`src/rtl/ctx_pkg.sv`:
```
// Package: shared types and constants for the execution context controller.
// Assumes a two-bit control register and exactly two banked stack pointers.
package ctx_pkg;

    typedef enum logic {
        MODE_THREAD  = 1'b0,
        MODE_HANDLER = 1'b1
    } exec_mode_e;

    localparam int CTL_W       = 2;
    localparam int NUM_BANKS   = 2;
    localparam int BANK_SEL_W  = $clog2(NUM_BANKS);
    localparam int BANK_MAIN   = 0;
    localparam int BANK_PROC   = 1;

    // Control register layout: bit1 = process stack select, bit0 = unprivileged.
    typedef struct packed {
        logic use_proc;
        logic unpriv;
    } ctl_t;

    typedef enum logic [1:0] {
        STK_IDLE = 2'd0,
        STK_PUSH = 2'd1,
        STK_POP  = 2'd2
    } stk_op_e;

endpackage

```
`src/rtl/ctx_mode_fsm.sv`:
```
// Module: ctx_mode_fsm
// Tracks thread versus handler mode. Entry and supervisor call move to
// handler mode and take priority over a return in the same cycle.
// Assumes strobes are single-cycle and already qualified by the core.
module ctx_mode_fsm
    import ctx_pkg::*;
(
    input  logic       clk,
    input  logic       rst_n,
    input  logic       exc_enter,
    input  logic       exc_return,
    input  logic       svc_req,
    output exec_mode_e mode_q
);

    exec_mode_e mode_d;

    // Next-mode selection with entry winning over return.
    always_comb begin
        mode_d = mode_q;
        if (exc_enter || svc_req) begin
            mode_d = MODE_HANDLER;
        end else if (exc_return) begin
            mode_d = MODE_THREAD;
        end
    end

    // Mode register, thread mode out of reset.
    always_ff @(posedge clk) begin
        if (!rst_n) begin
            mode_q <= MODE_THREAD;
        end else begin
            mode_q <= mode_d;
        end
    end

endmodule

```
`src/rtl/ctx_ctrl_reg.sv`:
```
// Module: ctx_ctrl_reg
// Holds the control register and derives effective privilege and stack
// selection. Handler mode forces privileged and main stack. Writes are
// accepted only while privileged; a rejected write pulses err_q for one cycle.
module ctx_ctrl_reg
    import ctx_pkg::*;
(
    input  logic                  clk,
    input  logic                  rst_n,
    input  exec_mode_e            mode,
    input  logic                  wr,
    input  ctl_t                  wdata,
    output ctl_t                  ctl_q,
    output logic                  priv,
    output logic [BANK_SEL_W-1:0] bank_sel,
    output logic                  err_q
);

    logic in_hnd;
    logic wr_ok;
    logic wr_bad;

    // Effective privilege and bank decode from mode and register.
    always_comb begin
        in_hnd   = (mode == MODE_HANDLER);
        priv     = in_hnd || !ctl_q.unpriv;
        bank_sel = (!in_hnd && ctl_q.use_proc) ? BANK_SEL_W'(BANK_PROC)
                                               : BANK_SEL_W'(BANK_MAIN);
        wr_ok    = wr && priv;
        wr_bad   = wr && !priv;
    end

    // Control register storage, updated only by accepted writes.
    always_ff @(posedge clk) begin
        if (!rst_n) begin
            ctl_q <= '0;
        end else if (wr_ok) begin
            ctl_q <= wdata;
        end
    end

    // One-cycle error pulse for a rejected write.
    always_ff @(posedge clk) begin
        if (!rst_n) begin
            err_q <= 1'b0;
        end else begin
            err_q <= wr_bad;
        end
    end

endmodule

```
`src/rtl/ctx_stack_bank.sv`:
```
// Module: ctx_stack_bank
// Banked full-descending stack pointers. Push pre-decrements and writes at
// the new address; pop reads at the pointer then post-increments. Push wins
// over pop. Bank 0 loads an aligned init value at reset, other banks clear.
// Assumes STEP_BYTES is a power of two.
module ctx_stack_bank
    import ctx_pkg::*;
#(
    parameter int ADDR_W     = 32,
    parameter int DATA_W     = 32,
    parameter int STEP_BYTES = 4
) (
    input  logic                  clk,
    input  logic                  rst_n,
    input  logic [ADDR_W-1:0]     init_main,
    input  logic [BANK_SEL_W-1:0] sel,
    input  logic                  push,
    input  logic                  pop,
    input  logic [DATA_W-1:0]     push_data,
    output logic [ADDR_W-1:0]     act_sp,
    output logic [ADDR_W-1:0]     sp_next,
    output logic [ADDR_W-1:0]     mem_addr,
    output logic [DATA_W-1:0]     mem_wdata,
    output logic                  mem_we,
    output logic                  mem_re
);

    localparam logic [ADDR_W-1:0] STEP_V     = ADDR_W'(STEP_BYTES);
    localparam logic [ADDR_W-1:0] ALIGN_MASK = ~(ADDR_W'(STEP_BYTES - 1));

    logic [ADDR_W-1:0] bank_sp [NUM_BANKS];
    stk_op_e           op;

    // Decode the stack operation, push taking priority.
    always_comb begin
        if (push) begin
            op = STK_PUSH;
        end else if (pop) begin
            op = STK_POP;
        end else begin
            op = STK_IDLE;
        end
    end

    // Active pointer, next pointer and memory port for this cycle.
    always_comb begin
        act_sp    = bank_sp[sel];
        mem_wdata = push_data;
        mem_we    = 1'b0;
        mem_re    = 1'b0;
        mem_addr  = act_sp;
        sp_next   = act_sp;
        case (op)
            STK_PUSH: begin
                sp_next  = (act_sp - STEP_V) & ALIGN_MASK;
                mem_addr = sp_next;
                mem_we   = 1'b1;
            end
            STK_POP: begin
                sp_next  = (act_sp + STEP_V) & ALIGN_MASK;
                mem_addr = act_sp;
                mem_re   = 1'b1;
            end
            default: begin
                sp_next  = act_sp;
            end
        endcase
    end

    for (genvar g = 0; g < NUM_BANKS; g++) begin : g_bank
        logic [ADDR_W-1:0] sp_q;
        logic              hit;

        // Bank is written only when selected and an operation occurs.
        always_comb begin
            hit = (sel == BANK_SEL_W'(g)) && (op != STK_IDLE);
        end

        // Pointer register for this bank.
        always_ff @(posedge clk) begin
            if (!rst_n) begin
                if (g == BANK_MAIN) begin
                    sp_q <= init_main & ALIGN_MASK;
                end else begin
                    sp_q <= '0;
                end
            end else if (hit) begin
                sp_q <= sp_next;
            end
        end

        assign bank_sp[g] = sp_q;
    end

endmodule

```
`src/rtl/ctx_exec_ctrl.sv`:
```
// Module: ctx_exec_ctrl (top)
// Execution context controller: mode tracking, privilege, control register
// and banked full-descending stack pointers. Instruction decode, exception
// arbitration and the memory itself live outside this block.
module ctx_exec_ctrl
    import ctx_pkg::*;
#(
    parameter int ADDR_W     = 32,
    parameter int DATA_W     = 32,
    parameter int STEP_BYTES = 4
) (
    input  logic              clk,
    input  logic              rst_n,
    input  logic [ADDR_W-1:0] main_sp_init,
    input  logic              exc_enter,
    input  logic              exc_return,
    input  logic              svc_req,
    input  logic              ctl_wr,
    input  logic [1:0]        ctl_wdata,
    input  logic              push,
    input  logic              pop,
    input  logic [DATA_W-1:0] push_data,
    output logic              in_handler,
    output logic              priv,
    output logic              on_psp,
    output logic [1:0]        ctl_q,
    output logic              ctl_err,
    output logic [ADDR_W-1:0] act_sp,
    output logic [ADDR_W-1:0] sp_next,
    output logic [ADDR_W-1:0] mem_addr,
    output logic [DATA_W-1:0] mem_wdata,
    output logic              mem_we,
    output logic              mem_re
);

    exec_mode_e            mode;
    ctl_t                  ctl_r;
    ctl_t                  ctl_w;
    logic [BANK_SEL_W-1:0] bank_sel;

    // Map the flat write port onto the control structure.
    always_comb begin
        ctl_w = ctl_t'(ctl_wdata);
    end

    ctx_mode_fsm u_mode (
        .clk        (clk),
        .rst_n      (rst_n),
        .exc_enter  (exc_enter),
        .exc_return (exc_return),
        .svc_req    (svc_req),
        .mode_q     (mode)
    );

    ctx_ctrl_reg u_ctl (
        .clk      (clk),
        .rst_n    (rst_n),
        .mode     (mode),
        .wr       (ctl_wr),
        .wdata    (ctl_w),
        .ctl_q    (ctl_r),
        .priv     (priv),
        .bank_sel (bank_sel),
        .err_q    (ctl_err)
    );

    ctx_stack_bank #(
        .ADDR_W     (ADDR_W),
        .DATA_W     (DATA_W),
        .STEP_BYTES (STEP_BYTES)
    ) u_stk (
        .clk       (clk),
        .rst_n     (rst_n),
        .init_main (main_sp_init),
        .sel       (bank_sel),
        .push      (push),
        .pop       (pop),
        .push_data (push_data),
        .act_sp    (act_sp),
        .sp_next   (sp_next),
        .mem_addr  (mem_addr),
        .mem_wdata (mem_wdata),
        .mem_we    (mem_we),
        .mem_re    (mem_re)
    );

    // Flatten internal state onto the output ports.
    always_comb begin
        in_handler = (mode == MODE_HANDLER);
        on_psp     = (bank_sel == BANK_SEL_W'(BANK_PROC));
        ctl_q      = ctl_r;
    end

endmodule

```
`config.mk`:
```
export PLATFORM = sky130hd
export DESIGN_NAME = ctx_exec_ctrl
export DESIGN_NICKNAME = d
export VERILOG_FILES = /design/src/rtl/ctx_pkg.sv /design/src/rtl/ctx_mode_fsm.sv /design/src/rtl/ctx_ctrl_reg.sv /design/src/rtl/ctx_stack_bank.sv /design/src/rtl/ctx_exec_ctrl.sv
export SDC_FILE = /design/constraint.sdc
export NUM_CORES = 1
export LEC_CHECK = 0
export ABC_AREA = 1
export CAP_MARGIN = 20
export CORE_ASPECT_RATIO = 0.6
export CORE_MARGIN = 3
export CORE_UTILIZATION = 35
export CTS_CLUSTER_SIZE = 28
export DETAILED_ROUTE_END_ITERATION = 8
export PLACE_DENSITY = 0.63
export RECOVER_POWER = 25
export SYNTH_ARGS = -nofsm -noshare
export SYNTH_HDL_FRONTEND = slang
export SYNTH_SLANG_ARGS = --single-unit
```
`constraint.sdc`:
```
create_clock -name clk -period 3 [get_ports clk]
set_clock_uncertainty 0.1 [all_clocks]
set_input_delay 0.6 -clock clk [delete_from_list [all_inputs] [get_ports clk]]
set_output_delay 0.6 -clock clk [all_outputs]
set_load 0.05 [all_outputs]
```
## Word-level counts from Yosys, hierarchy flattened

Cells that the tools add are included.

| word-level totals | value |
|---|---|
| word-level logic and storage cells | 41 |
| output and inout bits | 136 |
| register bits | 68 |
| bits of input ports | 74 |

| cells by class | value |
|---|---|
| bitwise gates (word level) | 2 |
| reduce and logical (&&, ||, !) cells | 12 |
| add/sub/neg operators | 2 |
| equality and inequality tests | 3 |
| $lt $le $gt $ge | 1 |
| multiplexer cells | 14 |

Operator list:

| cell | count |
|---|---|
| $mux 32 | 6 |
| $pmux 32 s2 | 1 |
| $add 32x3->32 const B | 1 |
| $sub 32x3->32 const B | 1 |
| $logic_and 1x1->1 | 5 |
| $mux 1 | 5 |
| $mux 2 | 2 |
| $reduce_bool 2->1 | 2 |
| $logic_not 1->1 | 3 |
| $eq 2x1->1 const B | 1 |
| $eq 2x2->1 const B | 1 |
| $ge 2x2->1 const B | 1 |
| $logic_or 1x1->1 | 2 |
| $ne 2x1->1 const B | 1 |
| $not 1->2 | 1 |
| $not 1->1 | 1 |

## Logic depth before layout (Yosys ltp)

Gate-level depths: netlist of the first run.

| depth | value |
|---|---|
| word-level depth | 11 |
| gate-level depth with buffers | 16 |
| mapped depth without buffers | 15 |

## Hierarchy

From an unflattened synthesis of the first run, not the netlist that was laid out.

| second synthesis, totals | value |
|---|---|
| cells, all modules | 1103 |
| area, all modules | 6528.8 um^2 |

By module, submodules not included:

| module | sequential area each (um^2) | times used | area an instance (um^2) | cells an instance |
|---|---|---|---|---|
| ctx_stack_bank | 1581.5 | 1 | 6348.6 | 1078 |
| ctx_ctrl_reg | 60.1 | 1 | 140.1 | 19 |
| ctx_mode_fsm | 20.0 | 1 | 40.0 | 6 |

## Least setup slack after synthesis of the first run

Ideal clock, no wire load.

| timing path | value |
|---|---|
| kind | reg2out |
| start | register, netlist name u_ctl.ctl_q[1] |
| end | output port sp_next[18] |
| stages on the path, launching flop included | 11 |
| path buffers | 1 |
| arrival time | 3.157 ns |
| required time | 2.300 ns |
| setup slack | -0.857 ns |
| cells stage by stage | dfxtp_1 > buf_6 > nand2_8 > o21ai_1 > ha_1 > nand3_2 > inv_2 > nand2_1 > o21ai_0 > nand3_1 > nand3_1 |

| on the way | value |
|---|---|
| word-level cells in the longest chain between the ends | 8 |
| elaborated cells on any way between the ends | 9 |
| classes of those cells | add/sub (2); mux (5); bitwise (1); reduce/logical (1) |

RTL lines:

| item | line | text |
|---|---|---|
| $logic_and 1x1->1 * | ctx_ctrl_reg.sv:27 | `bank_sel = (!in_hnd && ctl_q.use_proc) ? BANK_SEL_W'(BANK_PROC)` |
| $mux 1 * | ctx_ctrl_reg.sv:27 |  |
| $not 1->2 (implied by the code) * | ctx_stack_bank.sv:47 | `act_sp = bank_sp[sel];` |
| $mux 32 (implied by the code) * (3 in series) | ctx_stack_bank.sv:47 |  |
| net act_sp[2] | ctx_exec_ctrl.sv:28 | `output logic [ADDR_W-1:0] act_sp,` |
| $add 32x3->32 / $sub 32x3->32 (equally long branches) | ctx_stack_bank.sv:60, ctx_stack_bank.sv:55 |  |
| $pmux 32 s2 * | ctx_stack_bank.sv:53 | `case (op)` |
| end, declared | ctx_exec_ctrl.sv:29 | `output logic [ADDR_W-1:0] sp_next,` |

Mark *: on every way through the listed nets, which the timed path passes. The rest lies on a longest branch. The select of a mux whose other input is x is not followed.

## Final worst setup path of the first run

| timing path | value |
|---|---|
| start | register, netlist name u_ctl.ctl_q[1] |
| end | output port mem_addr[22] |

| on the way | value |
|---|---|
| word-level cells in the longest chain between the ends | 8 |

RTL lines:

| item | line | text |
|---|---|---|
| $logic_and 1x1->1 * | ctx_ctrl_reg.sv:27 |  |
| $mux 1 * | ctx_ctrl_reg.sv:27 |  |
| $not 1->2 (implied by the code) * | ctx_stack_bank.sv:47 |  |
| $mux 32 (implied by the code) * (3 in series) | ctx_stack_bank.sv:47 |  |
| $sub 32x3->32 | ctx_stack_bank.sv:55 | `sp_next = (act_sp - STEP_V) & ALIGN_MASK;` |
| $mux 32 * | ctx_stack_bank.sv:53 |  |
| end, declared | ctx_exec_ctrl.sv:30 | `output logic [ADDR_W-1:0] mem_addr,` |

Mark *: on every way between the ends. The rest lies on a longest branch, timed or not. The select of a mux whose other input is x is not followed.

==> results.md, run 1 <==
- GPL Wtd Cong: 0.994
- Utilization after layout: between 60 and 70%
- Slew HR: under 10%
- Die Y: 111 um
- Final Slew Violations: 0
- PortBufs: 143
- Hold Path End: u_stk.g_bank[1].sp_q[0]
- Ys flop type: dfxtp_1
- EDFF count, synth: 30
- Ant diodes: 0
- Largest net degree at the start of global routing: 56
- Post-synthesis cell count: 1093
- Routed WL per cell: 18.6 um
- Syn-to-layout area delta: 81.1%
- Endpoints failing hold: 0
- Hold Crit Start: u_stk.g_bank[1].sp_q[0]
- Register area share after synthesis: 25.7%
- Syn Area/Cell: approximately 5.9 um2
- DRC: 0
- Setup ws final: -0.261 ns
- Hold Buf Count CTS: 0
- Fin crit share: 109%
- Ys Warns: 0
- Synth unique cells: 36
- CORE AREA: 17600 um2
- Initial antenna violation count: 0
- Top cell type's share of synthesized area: 21.4%
- Initial DRT Pass Iterations: 5
- Vias per cell: about 5.3
- Synth Register Bits: about 70
- WS Path Type: reg -> out
- Hold Path Cell Cnt: 2
- Reg2Reg Setup Slack: -0.22 ns
- Cell Rows: 37
- Chip width: approximately 180 um
- Number of global-route vias before repair: about 8000
- I/O pin count: 210
- Power Density: roughly 510 nW/um2
- Post-route antenna net violation count: 0
- First-pass GRT wire length: 44.5 mm
- FFs w/ async S/R, synth: 0%
- Commonest non-fill, non-tap cell in the layout: nand2_1
- Post-Syn Area: 6470 um2
- Worst hold path type: reg -> reg
- Vias: 8665
- Peak supply drop: between 0.2 and 0.3 mV
- Commonest cells after routing, fill and taps aside: nand2_1, buf_4, inv_1, nand2_2, nand3_1
- Clk root buf: clkbuf_16
- CTS max path bufs: 2
- RSZ-0062 raised after global routing: true
- Clock tree from TritonCTS: built
- Highest clock rate: 307 MHz
- Failing checks: negative setup slack
- GR Util All Layers: between 20% and 30%
- Die Area: approximately 20000 um2
- Worst r2r src: u_ctl.ctl_q[1]
- Worst Tran Pin Value: 1.40 ns
- Clock Latency Late Sink: approximately 0.36 ns
- Synth area leaders: nand2_1, edfxtp_1, dfxtp_1
- HPWL Detailed: 21.8 mm
- Initial DRC Count: 977
- Final Setup Violations: 50
- Total CTS buffers: 9
- Syn nets: 1170
- Critical Path RT: 2.30 ns
- Final critical-path required period: around 3.3 ns
- Gr ovfl total: 0
- Max_cap viols: 0
- CP endpoint kind: output port
- Status: complete, but fails checks
- Number of fill cells in the layout: 1482
- Yosys top cell by area: nand2_1
- Worst r2r path cells: 23
- Leak Pwr: 5.48 nW
- Post-layout nets: between 1000 and 1500
- Clk sinks: 68
- CTS clk-pin slew, worst paths: 0.06 ns
- Max FO, Critical Path: 8
- Share of layout cells above drive strength 1: between 40 and 50%
- Total wire length: 30.5 mm
- Initial Util: 36.7%
- FF-to-FF End: u_stk.g_bank[1].sp_q[15]
- Arrival @ worst endpoint: 2.56 ns
- Dpl ws: 0.0278 ns
- Startpoint Class: flop
- CTS H-tree lvls: 3
-- layer usage --
layer	vias to the layer above	wire, um	global-route usage, %
met4	0	706	6.44
met3	62	4140	9.15
met5	-	0	0
met1	4038	13500	42.3
li1	4076	-	-
met2	489	12100	38.6
-- layout make-up --
| cell class | instances | area, um2 | area share, % |
|---|---|---|---|
| Clock buffer | 10 | 229 | 1.95 |
| Clock inverter | 6 | 63.8 | 0.544 |
| Inverter | 120 | 474 | 4.05 |
| Multi-Input combinational cell | 832 | 5140 | 43.9 |
| Sequential cell | 68 | 1670 | 14.2 |
| Tap cell | 234 | 293 | 2.50 |
| Timing Repair Buffer | 370 | 3850 | 32.9 |
-- synth_stat cells (all sizes together), types with 4 or more instances --
| cell type | n |
|---|---|
| a21oi | 25 |
| clkinv | 4 |
| clkbuf | 20 |
| buf | 54 |
| nor2 | 140 |
| o21ai | 92 |
| nand2 | 407 |
| dfxtp | 38 |
| inv | 116 |
| o211ai | 6 |
| nand3 | 142 |
| edfxtp | 30 |
-- worst max-delay path, cell delays in order (launching register included) --
cell and delay (ns):
dfxtp_4 0.38, inv_4 0.04, nor2_4 0.20, nand2_2 0.07, o21ai_2 0.11, ha_2 0.23, nand2_1 0.06, nor2_2 0.16
nand2_4 0.11, nor2_8 0.19, buf_4 0.14, nand2_1 0.05, nand2_1 0.08, nand3_2 0.09, o21ai_2 0.12, buf_12 0.16
-- how the worst max path moves through the flow --
stage                    from      endpoint  cells after the start
5_1_grt        u_ctl.ctl_q[1]  mem_addr[30]                     15
2_1_floorplan  u_ctl.ctl_q[1]  mem_addr[10]                     12
4_1_cts        u_ctl.ctl_q[1]   sp_next[11]                     14
6_report       u_ctl.ctl_q[1]  mem_addr[22]                     15
3_3_place_gp              pop    sp_next[9]                      8
3_5_place_dp    u_mode.mode_q  mem_addr[19]                     14
-- power breakdown --
group	total [mW]	internal [mW]	switching (mW)
clock	1.10	0.644	0.457
sequential	1.12	1.07	0.0574
combinational	3.70	1.48	2.22
total	5.93	3.19	2.74
-- state kept, by name (all words and copies together), names as in the netlist --
name,cells
u_ctl.ctl_q,2
u_stk.g_bank.sp_q,64
u_ctl.err_q,1
u_mode.mode_q,1
-- cell families (layout without fill, tap and decap cells) --
group,after synthesis,after routing,synth area share (%)
flops,68,68,25.7
xor+xnor,1,1,0.135
fa+ha+maj,3,3,0.580
simple gates,698,699,48.4
compound gates,129,129,10.8
buf+inv,194,506,14.5
-- metrics by stage --
step	setup TNS, ns	hold WS [ns]	std cells	instance area [um2]	power (mW)
floorplan	0	0.312	1093	6540	2.85
global placement	0	0.317	1550	9250	4.05
detailed placement	0	0.322	1550	9250	4.08
CTS	-5.22	0.332	1613	10800	5.60
global route	-13.36	0.343	1640	11700	6.14
finish	-7.67	0.333	1640	11700	5.93
-- repair_timing --
item,4_1_cts,5_1_grt
pin swaps,53,81
cloned,2,4
resized for setup,278,154
setup endpoints to repair,50,56
buffers inserted,45,25
Note: power is estimated with default switching activity, not from simulation.
==> inputs of run 2 (changes only) <==
--- a/config.mk
+++ b/config.mk
@@ -12,7 +12,6 @@
 export CORE_UTILIZATION = 35
 export CTS_CLUSTER_SIZE = 28
 export DETAILED_ROUTE_END_ITERATION = 8
-export PLACE_DENSITY = 0.63
 export RECOVER_POWER = 25
 export SYNTH_ARGS = -nofsm -noshare
 export SYNTH_HDL_FRONTEND = slang
==> results.md, run 2 (same netlist as run 1, synthesis figures left out) <==
- Peak supply drop: 0.322 mV (was 0.291 mV)
- CP endpoint kind: output port (unchanged)
- CTS H-tree lvls: 3 (unchanged)
- I/O pin count: 210 (unchanged)
- Highest clock rate: 311 MHz (was 307 MHz)
- First-pass GRT wire length: 43.7 mm (was 44.5 mm)
- Worst r2r src: u_mode.mode_q (was u_ctl.ctl_q[1])
- Clk root buf: clkbuf_16 (unchanged)
- Fin crit share: 107% (was 109%)
- Endpoints failing hold: 0 (unchanged)
- Hold Path End: u_stk.g_bank[1].sp_q[1] (was u_stk.g_bank[1].sp_q[0])
- Setup ws final: -0.217 ns (was -0.261 ns)
- HPWL Detailed: 22.0 mm (was 21.8 mm)
- Die Area: 20200 um2 (unchanged)
- Slew HR: 5.19% (was 6.88%)
- Setup TNS: -6.98 ns (was -7.67 ns)
- Final Setup Violations: 51 (was 50)
- Hold Buf Count CTS: 0 (unchanged)
- Commonest non-fill, non-tap cell in the layout: nand2_1 (unchanged)
- DRC: 0 (unchanged)
- RSZ-0062 raised after global routing: true (unchanged)
- CTS clk-pin slew, worst paths: 0.06 ns (about the same)
- Worst Tran Pin Value: 1.42 ns (was 1.40 ns)
- FF+latch area: 1670 um2 (unchanged)
- Clock tree from TritonCTS: built (unchanged)
- Critical Path RT: 2.30 ns (about the same)
- Initial Util: 36.7% (unchanged)
- Gr ovfl total: 0 (unchanged)
- Final Slew Violations: 0 (unchanged)
- Die Y: 111 um (unchanged)
- Leak Pwr: 5.24 nW (was 5.48 nW)
- GR met1 Demand/Resource: 43.8% (was 42.3%)
- Met2 global-route usage: 37.1% (was 38.6%)
- Hold Crit Start: u_stk.g_bank[1].sp_q[1] (was u_stk.g_bank[1].sp_q[0])
- Number of fill cells in the layout: 1560 (was 1482)
- Max_cap viols: 0 (unchanged)
- Post-route antenna net violation count: 0 (unchanged)
- Status: complete, but fails checks (unchanged)
- Hold Path Cell Cnt: 2 (unchanged)
- Chip width: 182 um (unchanged)
- Initial antenna violation count: 0 (unchanged)
- Max FO, Critical Path: 8 (unchanged)
- Largest registers: u_stk.g_bank.sp_q: 64 flops, u_ctl.ctl_q: 2 flops (unchanged)
- Register bank with the most flops: u_stk.g_bank.sp_q (unchanged)
- GR Util All Layers: 27.5% (was 28.1%)
- Share of layout cells above drive strength 1: 45.5% (was 47.7%)
- Arrival @ worst endpoint: 2.52 ns (was 2.56 ns)
- Total wire length: 29.8 mm (was 30.5 mm)
- FF-to-FF End: u_stk.g_bank[0].sp_q[30] (was u_stk.g_bank[1].sp_q[15])
- Routed WL per cell: 18.5 um (was 18.6 um)
- Initial DRC Count: 1039 (was 977)
- Syn-to-layout area delta: 75.6% (was 81.1%)
- Final critical-path required period: 3.22 ns (was 3.26 ns)
- Utilization after layout: 64.4% (was 66.5%)
- Clock Latency Late Sink: 0.35 ns (was 0.36 ns)
- Failing checks: negative setup slack (unchanged)
- GPL Wtd Cong: 0.969 (was 0.994)
- Grt met3 use: 7.31% (was 9.15%)
- CTS max path bufs: 2 (unchanged)
- Number of global-route vias before repair: 7553 (was 7971)
- Worst r2r path cells: 17 (was 23)
- Clk sinks: 68 (unchanged)
- Startpoint Class: flop (unchanged)
- Dpl ws: -0.0194 ns (was 0.0278 ns)
- Vias per cell: 5.22 (was 5.28)
- Footprint of the multi-input gates: 5030 um2 (was 5140 um2)
- Commonest cells after routing, fill and taps aside: nand2_1, buf_4, inv_1, nand2_2, nand3_1 (unchanged)
- WS Path Type: reg -> out (unchanged)
- Worst hold path type: reg -> reg (unchanged)
- Vias: 8411 (was 8665)
- Total CTS buffers: 9 (unchanged)
- Max reg flops: 64 (unchanged)
- Reg2Reg Setup Slack: 0.33 ns (was -0.22 ns)
- Largest net degree at the start of global routing: 34 (was 56)
- Ant diodes: 0 (unchanged)
- Cell Rows: 37 (unchanged)
- Initial DRT Pass Iterations: 7 (was 5)
- Post-layout nets: 1450 (was 1478)
- Power Density: 520 nW/um2 (was 506 nW/um2)
- PortBufs: 143 (unchanged)
- Grt peak-use layer: met1 (unchanged)
- CORE AREA: 17600 um2 (unchanged)
run 2: cell types whose count changed in the layout (fill, tap and decap cells not counted), moves of 3 or more:
| cell | delta |
|---|---|
| buf_4 | -13 |
| buf_6 | -11 |
| buf_8 | -5 |
| clkbuf_16 | +3 |
| nand2_1 | +14 |
| nand2_4 | -17 |
| nand3_1 | +4 |
| nand3_2 | -3 |
| nor2_1 | -3 |
run 2: layout make-up:
class	instances	share of cell area (%)
clock buffers	14	2.90
inverters	120	4.17
multi-input cells	832	44.2
clock inverters	2	0.154
flip-flops and latches	68	14.7
repair buffers	342	31.3
well taps	234	2.58
run 2: per-stage QoR:
step                      instances  area [um2]  hold slack [ns]  power (mW)
after floorplan                1093        6540            0.312        2.85
after global placement         1550        9320            0.317        4.05
after detailed placement       1550        9320            0.324        4.07
after CTS                      1585       10400            0.333        5.55
after global routing           1612       11400            0.346        6.13
final                          1612       11400            0.330        5.91
run 2: repair_timing:
action,CTS,global route
pin swaps,29,73
gates cloned,2,3
gates resized for setup,172,195
endpoints found under the setup margin,53,55
buffers inserted,19,24
run 2: per-layer routing:
layer	part of all wire, %	up-vias
li1	-	4021
met1	47	3906
met2	39	448
met3	12	36
met4	1.3	0
met5	0	-
run 2: worst max path at each step:
stage | slack (ns) | cells after the start | start | endpoint
6_report | -0.22 | 14 | u_ctl.ctl_q[1] | sp_next[29]
5_1_grt | -0.34 | 14 | u_ctl.ctl_q[1] | sp_next[29]
4_1_cts | -0.21 | 15 | u_ctl.ctl_q[1] | sp_next[30]
3_5_place_dp | -0.02 | 8 | pop | sp_next[9]
3_3_place_gp | -0.007 | 8 | pop | sp_next[9]
2_1_floorplan | 0.008 | 12 | u_ctl.ctl_q[1] | mem_addr[10]
run 2: power by group:
group	internal (mW)	switching (mW)
sequential	1.07	0.0608
clock	0.767	0.484
combinational	1.38	2.15
run 2: worst max-delay path, stage by stage, from the launching register on:
cell and delay [ns]:
dfxtp_4 0.40, inv_4 0.04, nor2_4 0.17, buf_6 0.19, nand2_1 0.07, nand2_2 0.12
nand2_2 0.10, nor2_4 0.12, nand2_4 0.13, nor2_4 0.24, nand2_1 0.09, nand2_1 0.08
nand3_2 0.11, nand3_2 0.14, buf_8 0.15
==> inputs of run 3 (changes only) <==
--- a/config.mk
+++ b/config.mk
@@ -13,6 +13,7 @@
 export CTS_CLUSTER_SIZE = 28
 export DETAILED_ROUTE_END_ITERATION = 8
 export RECOVER_POWER = 25
+export SKIP_LAST_GASP = 1
 export SYNTH_ARGS = -nofsm -noshare
 export SYNTH_HDL_FRONTEND = slang
 export SYNTH_SLANG_ARGS = --single-unit
==> results.md, run 3 (same netlist as run 1, synthesis figures left out) <==
- Status: complete, but fails checks (unchanged)
- Failing checks: negative setup slack (unchanged)
- CP endpoint kind: output port (unchanged)
- CTS max path bufs: 2 (unchanged)
- Utilization after layout: 64.5% (was 64.4%)
- RSZ-0062 raised after global routing: true (unchanged)
- GPL Wtd Cong: 0.969 (unchanged)
- Final hold slack: 0.331 ns (was 0.330 ns)
- Max FO, Critical Path: 8 (unchanged)
- Arrival @ worst endpoint: 2.56 ns (was 2.52 ns)
- HPWL Detailed: 22.0 mm (unchanged)
- Power Density: 520 nW/um2 (about the same)
- Clk sinks: 68 (unchanged)
- Highest clock rate: 307 MHz (was 311 MHz)
- Final Slew Violations: 0 (unchanged)
- Initial Util: 36.7% (unchanged)
- Max reg flops: 64 (unchanged)
- DRC: 0 (unchanged)
- Gr ovfl total: 0 (unchanged)
- Dpl ws: -0.0194 ns (unchanged)
- PortBufs: 143 (unchanged)
- Met2 global-route usage: 37.1% (about the same)
- Final Setup Violations: 51 (unchanged)
- Clk pwr share: 21.1% (was 21.2%)
- Total CTS buffers: 9 (unchanged)
- Post-layout nets: 1453 (was 1450)
- Worst Tran Pin Value: 1.47 ns (was 1.42 ns)
- Final critical-path required period: 3.26 ns (was 3.22 ns)
- Register bank with the most flops: u_stk.g_bank.sp_q (unchanged)
- Die Y: 111 um (unchanged)
- Endpoints failing hold: 0 (unchanged)
- Cell Rows: 37 (unchanged)
- Ant diodes: 0 (unchanged)
- CTS H-tree lvls: 3 (unchanged)
- Die Area: 20200 um2 (unchanged)
- Max_cap viols: 0 (unchanged)
- Sw frac: 45.7% (about the same)
- Grt peak-use layer: met1 (unchanged)
- Net Sw Power: 2.70 mW (about the same)
- Largest net degree at the start of global routing: 34 (unchanged)
- Initial antenna violation count: 0 (unchanged)
- GR Util All Layers: 27.5% (about the same)
- CORE AREA: 17600 um2 (unchanged)
- Commonest non-fill, non-tap cell in the layout: nand2_1 (unchanged)
- Clock Latency Late Sink: 0.35 ns (about the same)
- CTS clk-pin slew, worst paths: 0.07 ns (was 0.06 ns)
- First-pass GRT wire length: 43.6 mm (was 43.7 mm)
- Syn-to-layout area delta: 75.9% (was 75.6%)
- Share of layout cells above drive strength 1: 45.0% (was 45.5%)
- Commonest cells after routing, fill and taps aside: nand2_1, buf_4, inv_1, nand3_1, nand2_2 (was nand2_1, buf_4, inv_1, nand2_2, nand3_1)
- Clock tree from TritonCTS: built (unchanged)
- Total wire length: 30.3 mm (was 29.8 mm)
- Comb pwr share: 59.9% (was 59.8%)
- Setup ws final: -0.260 ns (was -0.217 ns)
- Worst hold path type: reg -> reg (unchanged)
- Leak Pwr: 5.28 nW (was 5.24 nW)
- WS Path Type: reg -> out (unchanged)
- Flop pwr share: 19.0% (was 19.1%)
- Hold Path Cell Cnt: 2 (unchanged)
- Peak supply drop: 0.320 mV (was 0.322 mV)
- Initial DRT Pass Iterations: 7 (unchanged)
- Startpoint Class: flop (unchanged)
- I/O pin count: 210 (unchanged)
- Internal power: 3.22 mW (was 3.21 mW)
- Vias per cell: 5.31 (was 5.22)
- Post-route antenna net violation count: 0 (unchanged)
- Initial DRC Count: 1107 (was 1039)
- Routed WL per cell: 18.8 um (was 18.5 um)
- Fin crit share: 109% (was 107%)
- Worst r2r path cells: 17 (unchanged)
- Largest registers: u_stk.g_bank.sp_q: 64 flops, u_ctl.ctl_q: 2 flops (unchanged)
- Critical Path RT: 2.30 ns (about the same)
- Vias: 8575 (was 8411)
- GR met1 Demand/Resource: 43.9% (was 43.8%)
- Number of global-route vias before repair: 7495 (was 7553)
- Tot Pwr: 5.92 mW (was 5.91 mW)
- Grt met3 use: 7.02% (was 7.31%)
- Slew HR: 2.08% (was 5.19%)
- Clk root buf: clkbuf_16 (unchanged)
- Chip width: 182 um (unchanged)
==> run 3: cell types whose count changed in the layout (fill, tap and decap cells not counted), sizes merged <==
cell | before | now
buf | 292 | 295
==> run 3: worst max-delay path: stages, from the launching register on <==
cell	delay, ns
dfxtp_4	0.41
clkinv_8	0.10
nand2_8	0.17
buf_6	0.16
nand2_1	0.06
nand2_2	0.12
nand2_1	0.13
nor2_4	0.18
nand2_2	0.11
o21ai_1	0.16
nand3_1	0.14
o211ai_1	0.19
buf_4	0.27
==> run 3: stage by stage <==
| step | cells | TNS, ns | area (um2) |
|---|---|---|---|
| floorplan | 1093 | 0 | 6540 |
| global placement | 1550 | -0.00711 | 9320 |
| detailed placement | 1550 | -0.0201 | 9320 |
| CTS | 1585 | -6.98 | 10300 |
| global route | 1615 | -12.53 | 11400 |
| finish | 1615 | -7.05 | 11400 |
==> run 3: power groups by stage <==
stage | combinational, mW | clock [mW] | sequential [mW]
finish | 3.54 | 1.25 | 1.13
CTS | 3.15 | 1.25 | 1.12
detailed placement | 2.94 | 0 | 1.14
global route | 3.71 | 1.29 | 1.14
global placement | 2.92 | 0 | 1.14
floorplan | 1.72 | 0 | 1.13
==> run 3: what timing repair did <==
action,in CTS,in global routing
pin swaps,29,84
setup endpoints to repair,53,55
resized for setup,149,213
buffers inserted,19,27
hold buffers,0,0
gates cloned,2,3
==> run 3: worst paths after layout <==
check                               start  slack (ns)                  endpoint
setup / recovery            u_mode.mode_q       -0.26               sp_next[15]
hold / removal    u_stk.g_bank[1].sp_q[1]        0.33   u_stk.g_bank[1].sp_q[1]
setup reg to reg            u_mode.mode_q        0.30  u_stk.g_bank[0].sp_q[30]
hold reg to reg   u_stk.g_bank[1].sp_q[1]        0.33   u_stk.g_bank[1].sp_q[1]
==> run 3: metal layers <==
metal,share of wire [%],routed length [um]
met5,0,0
met4,1.3,409
met3,12,3520
met2,40,12200
met1,47,14200
==> run 3: area by class of cell <==
type	count	area [um2]
timing repair buffer	345	3580
clock buffer	14	329
clock inverter	2	17.5
tap	234	293
inverter	120	474
multi-input combinational	832	5020
fill	1556	6260
sequential	68	1670
